File: config.mk
export PLATFORM = sky130hd
export DESIGN_NAME = lsosc_ctrl
export DESIGN_NICKNAME = d
export VERILOG_FILES = /design/src/rtl/lsosc_pkg.sv /design/src/rtl/lsosc_rst_sync.sv /design/src/rtl/lsosc_sync.sv /design/src/rtl/lsosc_settle.sv /design/src/rtl/lsosc_irq.sv /design/src/rtl/lsosc_ctrl.sv
export SDC_FILE = /design/constraint.sdc
export NUM_CORES = 1
export LEC_CHECK = 0
export BUFFER_PORTS_ARGS = -buffer_cell sky130_fd_sc_hd__buf_2
export CAP_MARGIN = 20
export CORE_MARGIN = 2
export CORE_UTILIZATION = 40
export CTS_CLUSTER_DIAMETER = 80
export DETAILED_ROUTE_END_ITERATION = 10
export GPL_TIMING_DRIVEN = 0
export PLACE_DENSITY = 0.76
export SYNTH_ARGS = -nofsm -noshare
export SYNTH_HDL_FRONTEND = slang
export SYNTH_SLANG_ARGS = --single-unit
File: constraint.sdc
create_clock -name clk -period 0.8 [get_ports clk]
set_input_delay 0.12 -clock clk [delete_from_list [all_inputs] [get_ports clk]]
set_output_delay 0.12 -clock clk [all_outputs]
set_load 0.05 [all_outputs]
File: src/rtl/lsosc_pkg.sv
package lsosc_pkg;
  localparam int LSOSC_CNT_W = 8;
  typedef logic [LSOSC_CNT_W-1:0] settle_t;
endpackage

File: src/rtl/lsosc_rst_sync.sv
module lsosc_rst_sync #(
  parameter int STAGES = 2
) (
  input  logic clk,
  input  logic rst_n,
  output logic rst_s_n
);
  logic [STAGES-1:0] chain_q;
  logic [STAGES-1:0] chain_d;

  always_comb begin
    chain_d = {chain_q[STAGES-2:0], 1'b1};
  end

  always_ff @(posedge clk or negedge rst_n) begin
    if (!rst_n) chain_q <= '0;
    else        chain_q <= chain_d;
  end

  assign rst_s_n = chain_q[STAGES-1];
endmodule

File: src/rtl/lsosc_sync.sv
module lsosc_sync #(
  parameter int STAGES = 2
) (
  input  logic clk,
  input  logic rst_n,
  input  logic async_i,
  output logic sync_o
);
  logic [STAGES-1:0] ff_q;
  logic [STAGES-1:0] ff_d;

  always_comb begin
    ff_d = {ff_q[STAGES-2:0], async_i};
  end

  always_ff @(posedge clk or negedge rst_n) begin
    if (!rst_n) ff_q <= '0;
    else        ff_q <= ff_d;
  end

  assign sync_o = ff_q[STAGES-1];
endmodule

File: src/rtl/lsosc_settle.sv
module lsosc_settle #(
  parameter int CNT_W = 8
) (
  input  logic             clk,
  input  logic             rst_n,
  input  logic             en_i,
  input  logic             stable_s_i,
  input  logic [CNT_W-1:0] settle_i,
  output logic             ready_o,
  output logic             ready_rise_o
);
  logic [CNT_W-1:0] cnt_q, cnt_d;
  logic             ready_q, ready_d;
  logic             cnt_done;
  logic             cnt_ce;

  assign cnt_done = (cnt_q == settle_i);
  assign cnt_ce   = !en_i || !stable_s_i || !cnt_done;

  always_comb begin
    cnt_d = cnt_q;
    if (!en_i || !stable_s_i) cnt_d = '0;
    else if (!cnt_done)       cnt_d = cnt_q + 1'b1;
  end

  always_comb begin
    if (!en_i)        ready_d = 1'b0;
    else if (ready_q) ready_d = 1'b1;
    else              ready_d = stable_s_i && cnt_done;
  end

  always_ff @(posedge clk or negedge rst_n) begin
    if (!rst_n)      cnt_q <= '0;
    else if (cnt_ce) cnt_q <= cnt_d;
  end

  always_ff @(posedge clk or negedge rst_n) begin
    if (!rst_n) ready_q <= 1'b0;
    else        ready_q <= ready_d;
  end

  assign ready_o      = ready_q;
  assign ready_rise_o = ready_d && !ready_q;

  // ready only rises out of a stable, enabled state
  p_ready_needs_stable_r4: assert property (@(posedge clk) disable iff (!rst_n)
    (!ready_q && ready_d) |-> (stable_s_i && en_i));
  // a cleared enable drops ready at the next edge
  p_ready_drops_r6: assert property (@(posedge clk) disable iff (!rst_n)
    !en_i |=> !ready_q);
  // a disable leaves the counter at zero
  p_count_restart_r7: assert property (@(posedge clk) disable iff (!rst_n)
    !en_i |=> (cnt_q == '0));
endmodule

File: src/rtl/lsosc_irq.sv
module lsosc_irq (
  input  logic clk,
  input  logic rst_n,
  input  logic set_i,
  input  logic clr_i,
  input  logic ie_wr_i,
  input  logic ie_wdata_i,
  output logic flag_o,
  output logic irq_o
);
  logic flag_q, flag_d;
  logic ie_q;

  always_comb begin
    if (set_i)      flag_d = 1'b1;
    else if (clr_i) flag_d = 1'b0;
    else            flag_d = flag_q;
  end

  always_ff @(posedge clk or negedge rst_n) begin
    if (!rst_n) flag_q <= 1'b0;
    else        flag_q <= flag_d;
  end

  always_ff @(posedge clk or negedge rst_n) begin
    if (!rst_n)       ie_q <= 1'b0;
    else if (ie_wr_i) ie_q <= ie_wdata_i;
  end

  assign flag_o = flag_q;
  assign irq_o  = flag_q && ie_q;

  // flag holds without a clear
  p_flag_sticky_r8: assert property (@(posedge clk) disable iff (!rst_n)
    (flag_q && !clr_i) |=> flag_q);
  // set wins over a simultaneous clear
  p_set_wins_r8: assert property (@(posedge clk) disable iff (!rst_n)
    set_i |=> flag_q);
endmodule

File: src/rtl/lsosc_ctrl.sv
module lsosc_ctrl
  import lsosc_pkg::*;
(
  input  logic    clk,
  input  logic    rst_n,
  input  logic    en_wr_i,
  input  logic    en_wdata_i,
  input  logic    ie_wr_i,
  input  logic    ie_wdata_i,
  input  logic    irq_clr_i,
  input  settle_t settle_cnt_i,
  input  logic    lp_mode_i,
  input  logic    stable_i,
  input  logic    osc_clk_i,
  output logic    osc_en_o,
  output logic    ready_o,
  output logic    lsclk_o,
  output logic    irq_flag_o,
  output logic    irq_o
);
  localparam int SYNC_STAGES = 2;

  logic rst_s_n;
  logic en_q, en_d;
  logic stable_s;
  logic ready;
  logic ready_rise;
  logic gate;
  logic lp_unused;

  assign lp_unused = lp_mode_i;

  lsosc_rst_sync #(.STAGES(SYNC_STAGES)) u_rst (
    .clk(clk), .rst_n(rst_n), .rst_s_n(rst_s_n));

  lsosc_sync #(.STAGES(SYNC_STAGES)) u_sync (
    .clk(clk), .rst_n(rst_s_n), .async_i(stable_i), .sync_o(stable_s));

  always_comb begin
    en_d = en_wr_i ? en_wdata_i : en_q;
  end

  always_ff @(posedge clk or negedge rst_s_n) begin
    if (!rst_s_n) en_q <= 1'b0;
    else          en_q <= en_d;
  end

  lsosc_settle #(.CNT_W(LSOSC_CNT_W)) u_settle (
    .clk(clk), .rst_n(rst_s_n), .en_i(en_q), .stable_s_i(stable_s),
    .settle_i(settle_cnt_i), .ready_o(ready), .ready_rise_o(ready_rise));

  lsosc_irq u_irq (
    .clk(clk), .rst_n(rst_s_n), .set_i(ready_rise), .clr_i(irq_clr_i),
    .ie_wr_i(ie_wr_i), .ie_wdata_i(ie_wdata_i),
    .flag_o(irq_flag_o), .irq_o(irq_o));

  assign gate       = en_q && ready;
  assign osc_en_o   = en_q;
  assign ready_o    = ready;
  assign lsclk_o    = osc_clk_i && gate;

  // enable register follows the write
  p_en_follow_r2: assert property (@(posedge clk) disable iff (!rst_s_n)
    en_wr_i |=> (osc_en_o == $past(en_wdata_i)));
  // no clock out while disabled or not ready
  p_gate_closed_r5: assert property (@(posedge clk) disable iff (!rst_s_n)
    (!osc_en_o || !ready_o) |-> !lsclk_o);
  // interrupt line implies a pending flag
  p_irq_flag_r9: assert property (@(posedge clk) disable iff (!rst_s_n)
    irq_o |-> irq_flag_o);
  // low power alone never drops the enable
  p_lp_keeps_en_r10: assert property (@(posedge clk) disable iff (!rst_s_n)
    (osc_en_o && !en_wr_i && lp_mode_i) |=> osc_en_o);
endmodule

==> results.sh <==
export IMPL_firstDrtPassIters=4
export IMPL_peakVddDrop_v=0.00162
export IMPL_design_area_mm2=0.00133
export IMPL_crit_family="flip-flops"
export IMPL_cp_start_kind="flop"
export IMPL_violations="setup timing"
export IMPL_final_net_count=144
export IMPL_synth_edf_count=0
export IMPL_synth_seq_cells=16
export IMPL_min_path_cells=2
export IMPL_core_mm2=0.00198
export IMPL_grt_max_degree=15
export IMPL_synthCells=82
export IMPL_finalHoldViolations=0
export IMPL_post_dp_hpwl_um=1250
export IMPL_syn2layout_area_growth_pct=57.3
export IMPL_slowest_stage="dfrtp_2"
export IMPL_row_count=16
export IMPL_p_per_area_mw_per_mm2=1280
export IMPL_n_antenna_cell=0
export IMPL_rsz0062_at_grt="true"
export IMPL_gp_congestion=0.835
export IMPL_critPathMaxFanout=3
export IMPL_drive_gt1_share_pct=58.9
export IMPL_setup_viol=16
export IMPL_postSynthAreaPerCell_um2=10.3
export IMPL_fin_crit_ps=1470
export IMPL_die_h_um=49.9
export IMPL_drt_wl_total_um=1970
export IMPL_crit_path_frequent_cell="buf_4"
export IMPL_synth_top_area_cell="dfrtp_1"
export IMPL_yosysMostFrequentCell="dfrtp_1"
export IMPL_path_class="flop to flop"
export IMPL_ff2ff_setup_slack_ps=-670
export IMPL_cts_tree="yes"
export IMPL_totalPowerFinal_uw=1700
export IMPL_vias_per_cell=5.10
export IMPL_syn_cell_area_um2=843
export IMPL_port_buffers=21
export IMPL_synth_top_cell_area_share_pct=47.5
export IMPL_ys_seq_area_share_pct=47.5
export IMPL_grt_antenna_before_repair=0
export IMPL_yosysWarnings=0
export IMPL_synth_area_top_cells="dfrtp_1 (47%), xnor2_1 (8.3%), a2111o_1 (5.3%)"
export IMPL_post_dp_cell_area_um2=996
export IMPL_status="finished with violations"
export IMPL_crit_path_end_kind="flop"
export IMPL_utilization_pct=66.9
export IMPL_drtIter0Drc=22
export IMPL_grt_pass1_wl_um=3330
export IMPL_netlist_cell_type_count=24
export IMPL_hp_class="primary input to flop"
export IMPL_reg2reg_depth=6
export IMPL_max_cap_viol_count=0
export IMPL_synth_nets=101
export IMPL_cts_htree_levels=1
export IMPL_cp_depth=6
export IMPL_grt_pass1_vias=791
export IMPL_cp_data_arrival_time_ps=1640
export IMPL_dieArea_mm2=0.00249
export IMPL_synth_top_flop_cell="dfrtp_1"
export IMPL_whs_ps=70.8
export IMPL_clock_sinks=16
export IMPL_die_w_um=49.9
export IMPL_cts_root_buf="clkbuf_4"
export IMPL_start_util_pct=42.6
export IMPL_timing_fmax_mhz=681
export IMPL_finalCritPeriodShare_pct=184
export IMPL_insertion_delay_ps=280
export IMPL_p_leak_uw=0.000589
export IMPL_setup_tns_ps=-7300
export IMPL_netlist_top_cells_count="dfrtp_1 (16), nand2_1 (10), xnor2_1 (8)"
export IMPL_cts_buffers=3
export IMPL_n_fill_cell=142
export IMPL_via_count=770
export IMPL_clock_skew_ps=8.86
export IMPL_slew_headroom_pct=62.6
export IMPL_clkTransAtPathRegs_ps=100
export IMPL_antenna_left=0
export IMPL_cp_cell_sequence="xnor2_2 -> buf_4 -> nand4_1 -> buf_4 -> o21ai_0 -> a21oi_1"
export IMPL_drcViolationCount=0
export IMPL_worst_pin_slew_ps=560
export IMPL_maxSlewViolCount=0
export IMPL_fin_ws_ps=-668
export IMPL_grt_usage_pct=17.6
export IMPL_slowest_delay_ps=440
export IMPL_critPathRequiredTime_ps=980
export IMPL_cts_buffer_depth=2
export IMPL_async_flop_share_pct=100
export IMPL_io_pins=23
export IMPL_path_buf_inv=2
export IMPL_grt_ovfl_total=0
export IMPL_wire_per_inst_um=13.1
[per-layer routing]
metal	up-vias	track usage, %	routed length [um]
li1	381	-	-
met2	23	32.0	1040
met5	-	0	0
met3	2	2.73	61
met4	0	8.33	23
met1	364	20.0	851
[cell usage in the layout, fill, tap and decap left out, types with 4 or more instances in the layout]
master / instances
nand2_1: 8
nand4_1: 5
dfrtp_1: 8
buf_6: 6
buf_4: 13
o21ai_1: 4
buf_2: 16
dfrtp_2: 8
xnor2_2: 8
a2111o_1: 4
a21oi_1: 4
[final cells by class]
class                      instances  area, um^2  share of cell area (%)
inverter                           1        3.75                   0.283
timing repair buffer              38         283                    21.3
sequential                        16         410                    30.9
multi-input combinational         62         533                    40.2
clock buffer                       4        36.3                    2.74
buffer                             3        26.3                    1.98
tap                               27        33.8                    2.55
[through the flow]
step / instances / setup WS [ps]
floorplan: 82 / -574
global placement: 130 / -645
detailed placement: 130 / -678
CTS: 148 / -639
global route: 151 / -771
finish: 151 / -668
[where the power goes]
group | total, uW | internal [uW] | switching [uW]
combinational | 290 | 154 | 137
clock | 535 | 276 | 258
sequential | 873 | 838 | 34.9
total | 1700 | 1270 | 430
[path summary, 6_finish.rpt]
check,startpoint,to
setup / recovery,u_settle.cnt_q[0],u_settle.cnt_q[1]
hold / removal,ie_wdata_i,u_irq.ie_q
setup reg to reg,u_settle.cnt_q[0],u_settle.cnt_q[1]
hold reg to reg,u_rst.chain_q[1],u_settle.cnt_q[7]
max in group asynchronous,u_rst.chain_q[1],u_irq.flag_o
min in group asynchronous,rst_n,u_rst.chain_q[0]
[kinds of logic after synthesis]
kind of cell / share of synthesized area (%)
muxes: 5.04
adders and majority gates: 1.48
AOI/OAI and AO/OA: 15.0
buffers and inverters: 3.56
xor gates and xnor gates: 8.31
other: 0.445
DFF: 47.5
and+or+nand+nor: 18.7
[sequential cells by signal, summed over array words and instances (netlist names)]
name              count
u_settle.ready_o      1
u_irq.flag_o          1
u_sync.ff_q           2
u_irq.ie_q            1
u_settle.cnt_q        8
u_rst.chain_q         2
osc_en_o              1
[repair_timing]
| action | 4_1_cts | 5_1_grt |
|---|---|---|
| setup buffers | 12 | 2 |
| hold buffers | 2 | 1 |
| resized for setup | 30 | 8 |
| setup endpoints to repair | 16 | 16 |
| pin swaps | 14 | 1 |
| hold endpoints to repair | 3 | 1 |
No activity file was read; power rests on OpenSTA's default activity.
